`src/rtl/i2c_evt_pkg.sv`:
```
package i2c_evt_pkg;
  localparam int ST_W    = 5;
  localparam int ST_BYTE = 0;
  localparam int ST_ADDR = 1;
  localparam int ST_LRB  = 2;
  localparam int ST_STOP = 3;
  localparam int ST_BERR = 4;
  typedef logic [ST_W-1:0] st_vec_t;
endpackage

```
`src/rtl/i2c_line_edges.sv`:
```
module i2c_line_edges (
  input  logic clk,
  input  logic rst_n,
  input  logic scl_f,
  input  logic sda_f,
  output logic scl_rise,
  output logic start_det,
  output logic stop_det
);
  logic scl_q, sda_q;

  always_ff @(posedge clk or negedge rst_n) begin
    if (!rst_n) begin
      scl_q     <= 1'b1;
      sda_q     <= 1'b1;
      start_det <= 1'b0;
      stop_det  <= 1'b0;
    end else begin
      scl_q     <= scl_f;
      sda_q     <= sda_f;
      start_det <= scl_f & scl_q & sda_q & ~sda_f;
      stop_det  <= scl_f & scl_q & ~sda_q & sda_f;
    end
  end

  assign scl_rise = scl_f & ~scl_q;
endmodule

```
`src/rtl/i2c_bit_counter.sv`:
```
module i2c_bit_counter #(
  parameter int DATA_BITS = 8,
  parameter int CW        = $clog2(DATA_BITS + 2)
) (
  input  logic          clk,
  input  logic          rst_n,
  input  logic          scl_rise,
  input  logic          restart,
  input  logic          dir_tx,
  output logic [CW-1:0] cnt,
  output logic          byte_evt,
  output logic          ack_evt,
  output logic          mid_byte
);
  localparam logic [CW-1:0] TX_AT  = CW'(DATA_BITS);
  localparam logic [CW-1:0] RX_AT  = CW'(DATA_BITS - 1);
  localparam logic [CW-1:0] WRAP   = CW'(DATA_BITS + 1);
  localparam logic [CW-1:0] ONE    = CW'(1);
  localparam logic [CW-1:0] MID_LO = CW'(2);

  always_ff @(posedge clk or negedge rst_n) begin
    if (!rst_n)              cnt <= '0;
    else if (restart)        cnt <= '0;
    else if (scl_rise)       cnt <= (cnt == WRAP) ? ONE : cnt + ONE;
  end

  // cnt holds the number of edges before this one, so edge number is cnt+1
  assign byte_evt = scl_rise & (dir_tx ? (cnt == TX_AT) : (cnt == RX_AT));
  assign ack_evt  = scl_rise & dir_tx & (cnt == TX_AT);
  assign mid_byte = (cnt >= MID_LO) && (cnt <= TX_AT);
endmodule

```
`src/rtl/i2c_status_regs.sv`:
```
module i2c_status_regs
  import i2c_evt_pkg::*;
(
  input  logic    clk,
  input  logic    rst_n,
  input  logic    clr,
  input  st_vec_t set,
  input  logic    lrb_val,
  input  st_vec_t irq_en,
  output st_vec_t status,
  output logic    irq
);
  for (genvar i = 0; i < ST_W; i++) begin : g_bit
    if (i == ST_LRB) begin : g_value
      // value bit: loaded on the acknowledge edge, otherwise cleared by clr
      always_ff @(posedge clk or negedge rst_n) begin
        if (!rst_n)      status[i] <= 1'b0;
        else if (set[i]) status[i] <= lrb_val;
        else if (clr)    status[i] <= 1'b0;
      end
    end else begin : g_sticky
      always_ff @(posedge clk or negedge rst_n) begin
        if (!rst_n)      status[i] <= 1'b0;
        else if (set[i]) status[i] <= 1'b1;
        else if (clr)    status[i] <= 1'b0;
      end
    end
  end

  assign irq = |(status & irq_en);
endmodule

```
`src/rtl/i2c_bus_event_status.sv`:
```
module i2c_bus_event_status
  import i2c_evt_pkg::*;
#(
  parameter int DATA_BITS = 8
) (
  input  logic            clk,
  input  logic            rst_n,
  input  logic            scl_f,
  input  logic            sda_f,
  input  logic            dir_tx,
  input  logic            addr_phase,
  input  logic            clr,
  input  logic [ST_W-1:0] irq_en,
  output logic [ST_W-1:0] status,
  output logic            irq
);
  localparam int CW = $clog2(DATA_BITS + 2);

  logic          scl_rise, start_det, stop_det;
  logic [CW-1:0] bit_cnt;
  logic          byte_evt, ack_evt, mid_byte;
  st_vec_t       set;

  i2c_line_edges u_edges (
    .clk       (clk),
    .rst_n     (rst_n),
    .scl_f     (scl_f),
    .sda_f     (sda_f),
    .scl_rise  (scl_rise),
    .start_det (start_det),
    .stop_det  (stop_det)
  );

  i2c_bit_counter #(.DATA_BITS(DATA_BITS), .CW(CW)) u_count (
    .clk      (clk),
    .rst_n    (rst_n),
    .scl_rise (scl_rise),
    .restart  (start_det | stop_det),
    .dir_tx   (dir_tx),
    .cnt      (bit_cnt),
    .byte_evt (byte_evt),
    .ack_evt  (ack_evt),
    .mid_byte (mid_byte)
  );

  always_comb begin
    set          = '0;
    set[ST_BYTE] = byte_evt;
    set[ST_ADDR] = byte_evt & addr_phase;
    set[ST_LRB]  = ack_evt;
    set[ST_STOP] = stop_det;
    set[ST_BERR] = (start_det | stop_det) & mid_byte;
  end

  i2c_status_regs u_regs (
    .clk     (clk),
    .rst_n   (rst_n),
    .clr     (clr),
    .set     (set),
    .lrb_val (sda_f),
    .irq_en  (irq_en),
    .status  (status),
    .irq     (irq)
  );
endmodule

```
`config.mk`:
```
export PLATFORM = sky130hd
export DESIGN_NAME = i2c_bus_event_status
export DESIGN_NICKNAME = d
export VERILOG_FILES = /design/src/rtl/i2c_evt_pkg.sv /design/src/rtl/i2c_line_edges.sv /design/src/rtl/i2c_bit_counter.sv /design/src/rtl/i2c_status_regs.sv /design/src/rtl/i2c_bus_event_status.sv
export SDC_FILE = /design/constraint.sdc
export NUM_CORES = 1
export LEC_CHECK = 0
export BUFFER_PORTS_ARGS = -buffer_cell sky130_fd_sc_hd__buf_4
export CORE_AREA = 5 5 42 44
export DETAILED_ROUTE_END_ITERATION = 6
export DIE_AREA = 0 0 47 49
export PLACE_DENSITY_LB_ADDON = 0.08
export SETUP_SLACK_MARGIN = 0.5
export SYNTH_ARGS = -nofsm -noshare
export SYNTH_HDL_FRONTEND = slang
export SYNTH_SLANG_ARGS = --single-unit
```
`constraint.sdc`:
```
create_clock -name clk -period 1.8 [get_ports clk]
set_input_delay 0.09 -clock clk [delete_from_list [all_inputs] [get_ports clk]]
set_output_delay 0.09 -clock clk [all_outputs]
set_load 0.03 [all_outputs]
```
# Word-level counts from Yosys, hierarchy flattened
# Cells that the tools add are included.
# Widths: inputs -> output; s select.
# word_totals
register_bits	13
wordCells	50
# classes
add_sub_neg	1
order_cmp	2
n_eq_ne	3
n_mux	10
bitwise	16
n_reduce_logical	8
# op_table
operator	count
$mux 4	3
$reduce_bool 2->1	6
$and 1x1->1	11
$eq 4x4->1 const B	2
$mux 1	7
$and 5x5->5	1
$reduce_or 5->1	1
$add 4x1->4 const B	1
$eq 4x3->1 const B	1
$ge 4x2->1 const B	1
$le 4x4->1 const B	1
$not 1->1	3
$logic_and 1x1->1	1
$or 1x1->1	1

# Logic depth before layout (Yosys ltp)
# logic_depth
ltp_word	5
mapped_depth	4

# Hierarchy
# A second synthesis with hierarchy kept.
# unflattened
cells_unflattened	54
hier_area_um2	595.6
# by_module_without_submodules
module	instances	cells_each	area_per_inst_um2	seq_area_each_um2
i2c_bit_counter	1	29	252.7	100.1
i2c_status_regs	1	15	193.9	125.1
i2c_line_edges	1	7	128.9	102.6
i2c_bus_event_status	1	3	20.0	0.0

# Worst setup path before layout
# No wires, ideal clock.
# synth_timing
path_type	reg2reg
from	register u_edges.scl_q
to	register u_regs.status[1]
arrival_time_ps	1118
path_slack_ps	561
path_stages_with_launch	5
path_buffers	0
path_cell_list	dfstp_2 and2b_2 nand4_1 o41ai_2 a22o_1
# synth_between
elab_chain_cells	5
# synth_lines
element	line	source
from (decl)	i2c_line_edges.sv:10	logic scl_q, sda_q;
from (signal assigned)	i2c_line_edges.sv:19	scl_q <= scl_f;
$not 1->1 (*)	i2c_line_edges.sv:26	assign scl_rise = scl_f & ~scl_q;
$and 1x1->1 (*)	i2c_line_edges.sv:26	
$and 1x1->1 (*)	i2c_bit_counter.sv:28	assign byte_evt = scl_rise & (dir_tx ? (cnt == TX_AT) : (cnt == RX_AT));
$and 1x1->1 (*)	i2c_bus_event_status.sv:49	set[ST_ADDR] = byte_evt & addr_phase;
$mux 1 or $reduce_bool 2->1 (tied branches)	-	
to (signal, indexed assignment)	i2c_status_regs.sv:23	if (!rst_n) status[i] <= 1'b0;
to (signal, indexed assignment)	i2c_status_regs.sv:24	else if (set[i]) status[i] <= 1'b1;
to (signal, indexed assignment)	i2c_status_regs.sv:25	else if (clr) status[i] <= 1'b0;
to (decl)	i2c_status_regs.sv:10	output st_vec_t status,
# Every way passes the cells marked *; elsewhere a longest branch is shown, timed or not.
# A chain may end at the register's enable or synchronous reset.

# Worst setup path in the final report
# layout_timing
from	register u_regs.status[0]
to	output port irq
# layout_between
elab_chain_cells	2
# layout_lines
element	line	source
$and 5x5->5	i2c_status_regs.sv:30	assign irq = |(status & irq_en);
$reduce_or 5->1	i2c_status_regs.sv:30	
to (decl)	i2c_bus_event_status.sv:15	output logic irq
# Every way passes these cells.

==> summary.md <==
| Metric | Value |
|---|---|
| RSZ-0062 raised after global routing | yes |
| Final Critical Period | 1.32 ns |
| Max-Cap Viols | 0 |
| Cell with the most instances after synthesis | dfrtp_1 |
| Largest net degree at the start of global routing | 14 |
| Placed Cells | 87 |
| Final Hold Vio Count | 0 |
| Worst hold path startpoint | clr |
| Status | completed |
| CTS clk-pin slew, worst paths | 0.08 ns |
| Switching share of total power | 32.9% |
| Synth cell types | 26 |
| Syn nets | 66 |
| GRT overflow | 0 |
| Final WL | 1300 um |
| Lkg Pwr | 0.409 nW |
| CTS tree | yes |
| Max Fanout on Critical Path | 2 |
| Vias in the first global route | 475 |
| Initial antenna violation count | 0 |
| Final worst-path cycle share | 73.5% |
| Multi-input gate area | 245 um2 |
| Fraction of registers with async set/reset | 100% |
| PD cells | 975 nW/um2 |
| CTS max path bufs | 2 |
| Comb power frac | 27.3% |
| Hold Crit Class | input port to flip-flop |
| Setup TNS | 0 ns |
| Wire length per cell | 13.6 um |
| Reg2Reg Depth | 4 |
| P_int | 0.531 mW |
| CTS Buf Count | 3 |
| Clock latency on the worst-skew pair | 0.27 ns |
| Post-Syn Instances | 54 |
| Worst-case vdd ir drop | 0.448 mV |
| Vias per Instance | 5.14 |
| Residual DRC count | 0 |
| Critical path required time | 1.71 ns |
| Area grow syn2layout | 37.9% |
| Final non-filler cell total | 96 |
| Ratio of cells with drive above 1 in the final layout | 35.0% |
| Synth Register Bits | 13 |
| Diode count | 0 |
| Util after Layout | 57.9% |
| Final Setup Violations | 0 |
| DRT antenna net count | 0 |
| Global-route wire length before repair | 2060 um |
| Row Count | 14 |
| Port buffer count | 17 |
| CORE AREA | 1400 um2 |
| Hold-critical path depth | 2 |
| Yosys warnings | 0 |
| Sink Count | 13 |
| Initial Util | 42.0% |
| CTS root buf | clkbuf_4 |
| Maximum clock rate | 756 MHz |
| Synth Flop Type | dfrtp_1 |
| Ports | 18 |
| Post-synth EDFFs | 0 |
| Chip Height | 49 um |
| Global Route Usage Sum | 12.3% |
| Layout net count | 93 |
| Top post-synthesis cells by area | dfrtp_1, dfstp_2, nor3b_1 |
| Register Area | 328 um2 |
| Worst Path Arrival | 1.23 ns |
| Via count | 493 |
| Slew margin rel. | 80.1% |
| Fill count | 120 |
| Worst setup SP type | flip-flop |
| Largest area contributor in the netlist | dfrtp_1 |
| GP Congestion | 0.802 |
| Clock power frac | 22.3% |
| Setup Skew | 0.00820 ns |
| Die width | 47 um |
| Worst Tran Pin Value | 0.296 ns |
| Reg2reg start | u_edges.scl_q$_DFF_PN1_ |
| DRT Pass-1 Iters | 4 |
| Yosys top cell area share | 46.8% |
| Die ar. | 2300 um2 |
| Worst setup startpoint | u_regs.status[0]$_DFFE_PN0P_ |
| Final slew viol count | 0 |
| Sequential share of the synthesized area | 55.7% |
| Syn_area_per_cell | 10.9 um2 |
| Synth top cells by count | dfrtp_1, inv_1, nor2_1, nor3_1 |
| Register share of total power | 50.4% |
| Crit path capture type | output pin |
| Crit Path Category | flip-flop to output pin |
| Number of H-tree levels | 1 |
| Drt initial violations | 5 |
| Synth Cell Area | 588 um2 |
| Final Total Pwr | 0.790 mW |
| Switching pwr | 0.260 mW |
## what timing repair did
action | CTS | global route
setup buffers | 2 | 0
endpoints found under the setup margin | 1 | 3
hold endpoints to repair | 16 | 0
pin swaps | 1 | 1
gates resized for setup | 1 | 0
hold buffers | 3 | 0
## final timing paths
kind	to	slack (ns)
max	irq	0.48
min	u_regs.status[4]$_DFFE_PN0P_	0.01
max reg2reg	u_regs.status[1]$_DFFE_PN0P_	0.53
min reg2reg	u_edges.stop_det$_DFF_PN0_	0.53
max in group asynchronous	u_edges.sda_q$_DFF_PN1_	1.37
min in group asynchronous	u_count.cnt[2]$_DFFE_PN0P_	0.19
## worst max-delay path, stage by stage (launching register included)
cell and delay [ns]:
dfrtp_1 0.39, a222oi_1 0.33, nand2_1 0.10, buf_6 0.15
## power groups by stage
| stage | sequential (mW) | clock (mW) | combinational, mW |
|---|---|---|---|
| after floorplan | 0.405 | 0 | 0.122 |
| after global placement | 0.403 | 0 | 0.201 |
| after detailed placement | 0.404 | 0 | 0.203 |
| after CTS | 0.397 | 0.185 | 0.218 |
| after global routing | 0.405 | 0.203 | 0.237 |
| final | 0.398 | 0.176 | 0.216 |
## layer usage
layer	wire [um]	vias up	global-route usage, %
met4	0	0	4.15
li1	-	248	-
met3	74	0	4.43
met5	0	-	0
met1	565	234	15.8
met2	664	11	18.6
## state kept, by name, summed over array words and instances (netlist names)
name               count
u_edges.scl_q          1
u_edges.stop_det       1
u_regs.status          5
u_edges.start_det      1
u_count.cnt            4
u_edges.sda_q          1
## per-stage QoR
stage	instance area, um2	setup WS [ns]	hold WS [ns]
floorplan	588	0.561	-0.206
global placement	736	0.537	-0.0588
detailed placement	736	0.516	-0.0585
CTS	811	0.462	0.00403
global route	811	0.422	0.00217
finish	811	0.477	0.0121
## cells in the final DEF, fill, tap and decap left out, types with 2 or more instances in the layout
cell type      instances
dlygate4sd3_1          3
inv_1                  4
and2b_1                2
nor2_1                 4
nor3_1                 4
nor3b_1                3
nand2_1                2
dfrtp_1               11
buf_4                 18
a21oi_1                2
dfstp_2                2
clkbuf_4               3
o21ai_0                3
a21o_1                 2
## final cells by class
type	instances	share of cell area (%)
Sequential cell	13	40.4
Multi-Input combinational cell	37	30.2
Timing Repair Buffer	22	21.8
Clock buffer	4	3.24
Tap cell	16	2.47
Inverter	4	1.85
## cell families after synthesis
kind of cell	Yosys count	synth area share, %
and+or+nand+nor	22	22.1
xor gates and xnor gates	1	1.49
AOI/OAI and AO/OA	14	18.1
buffers and inverters	4	2.55
DFF	13	55.7
(Power assumes the default switching activity.)
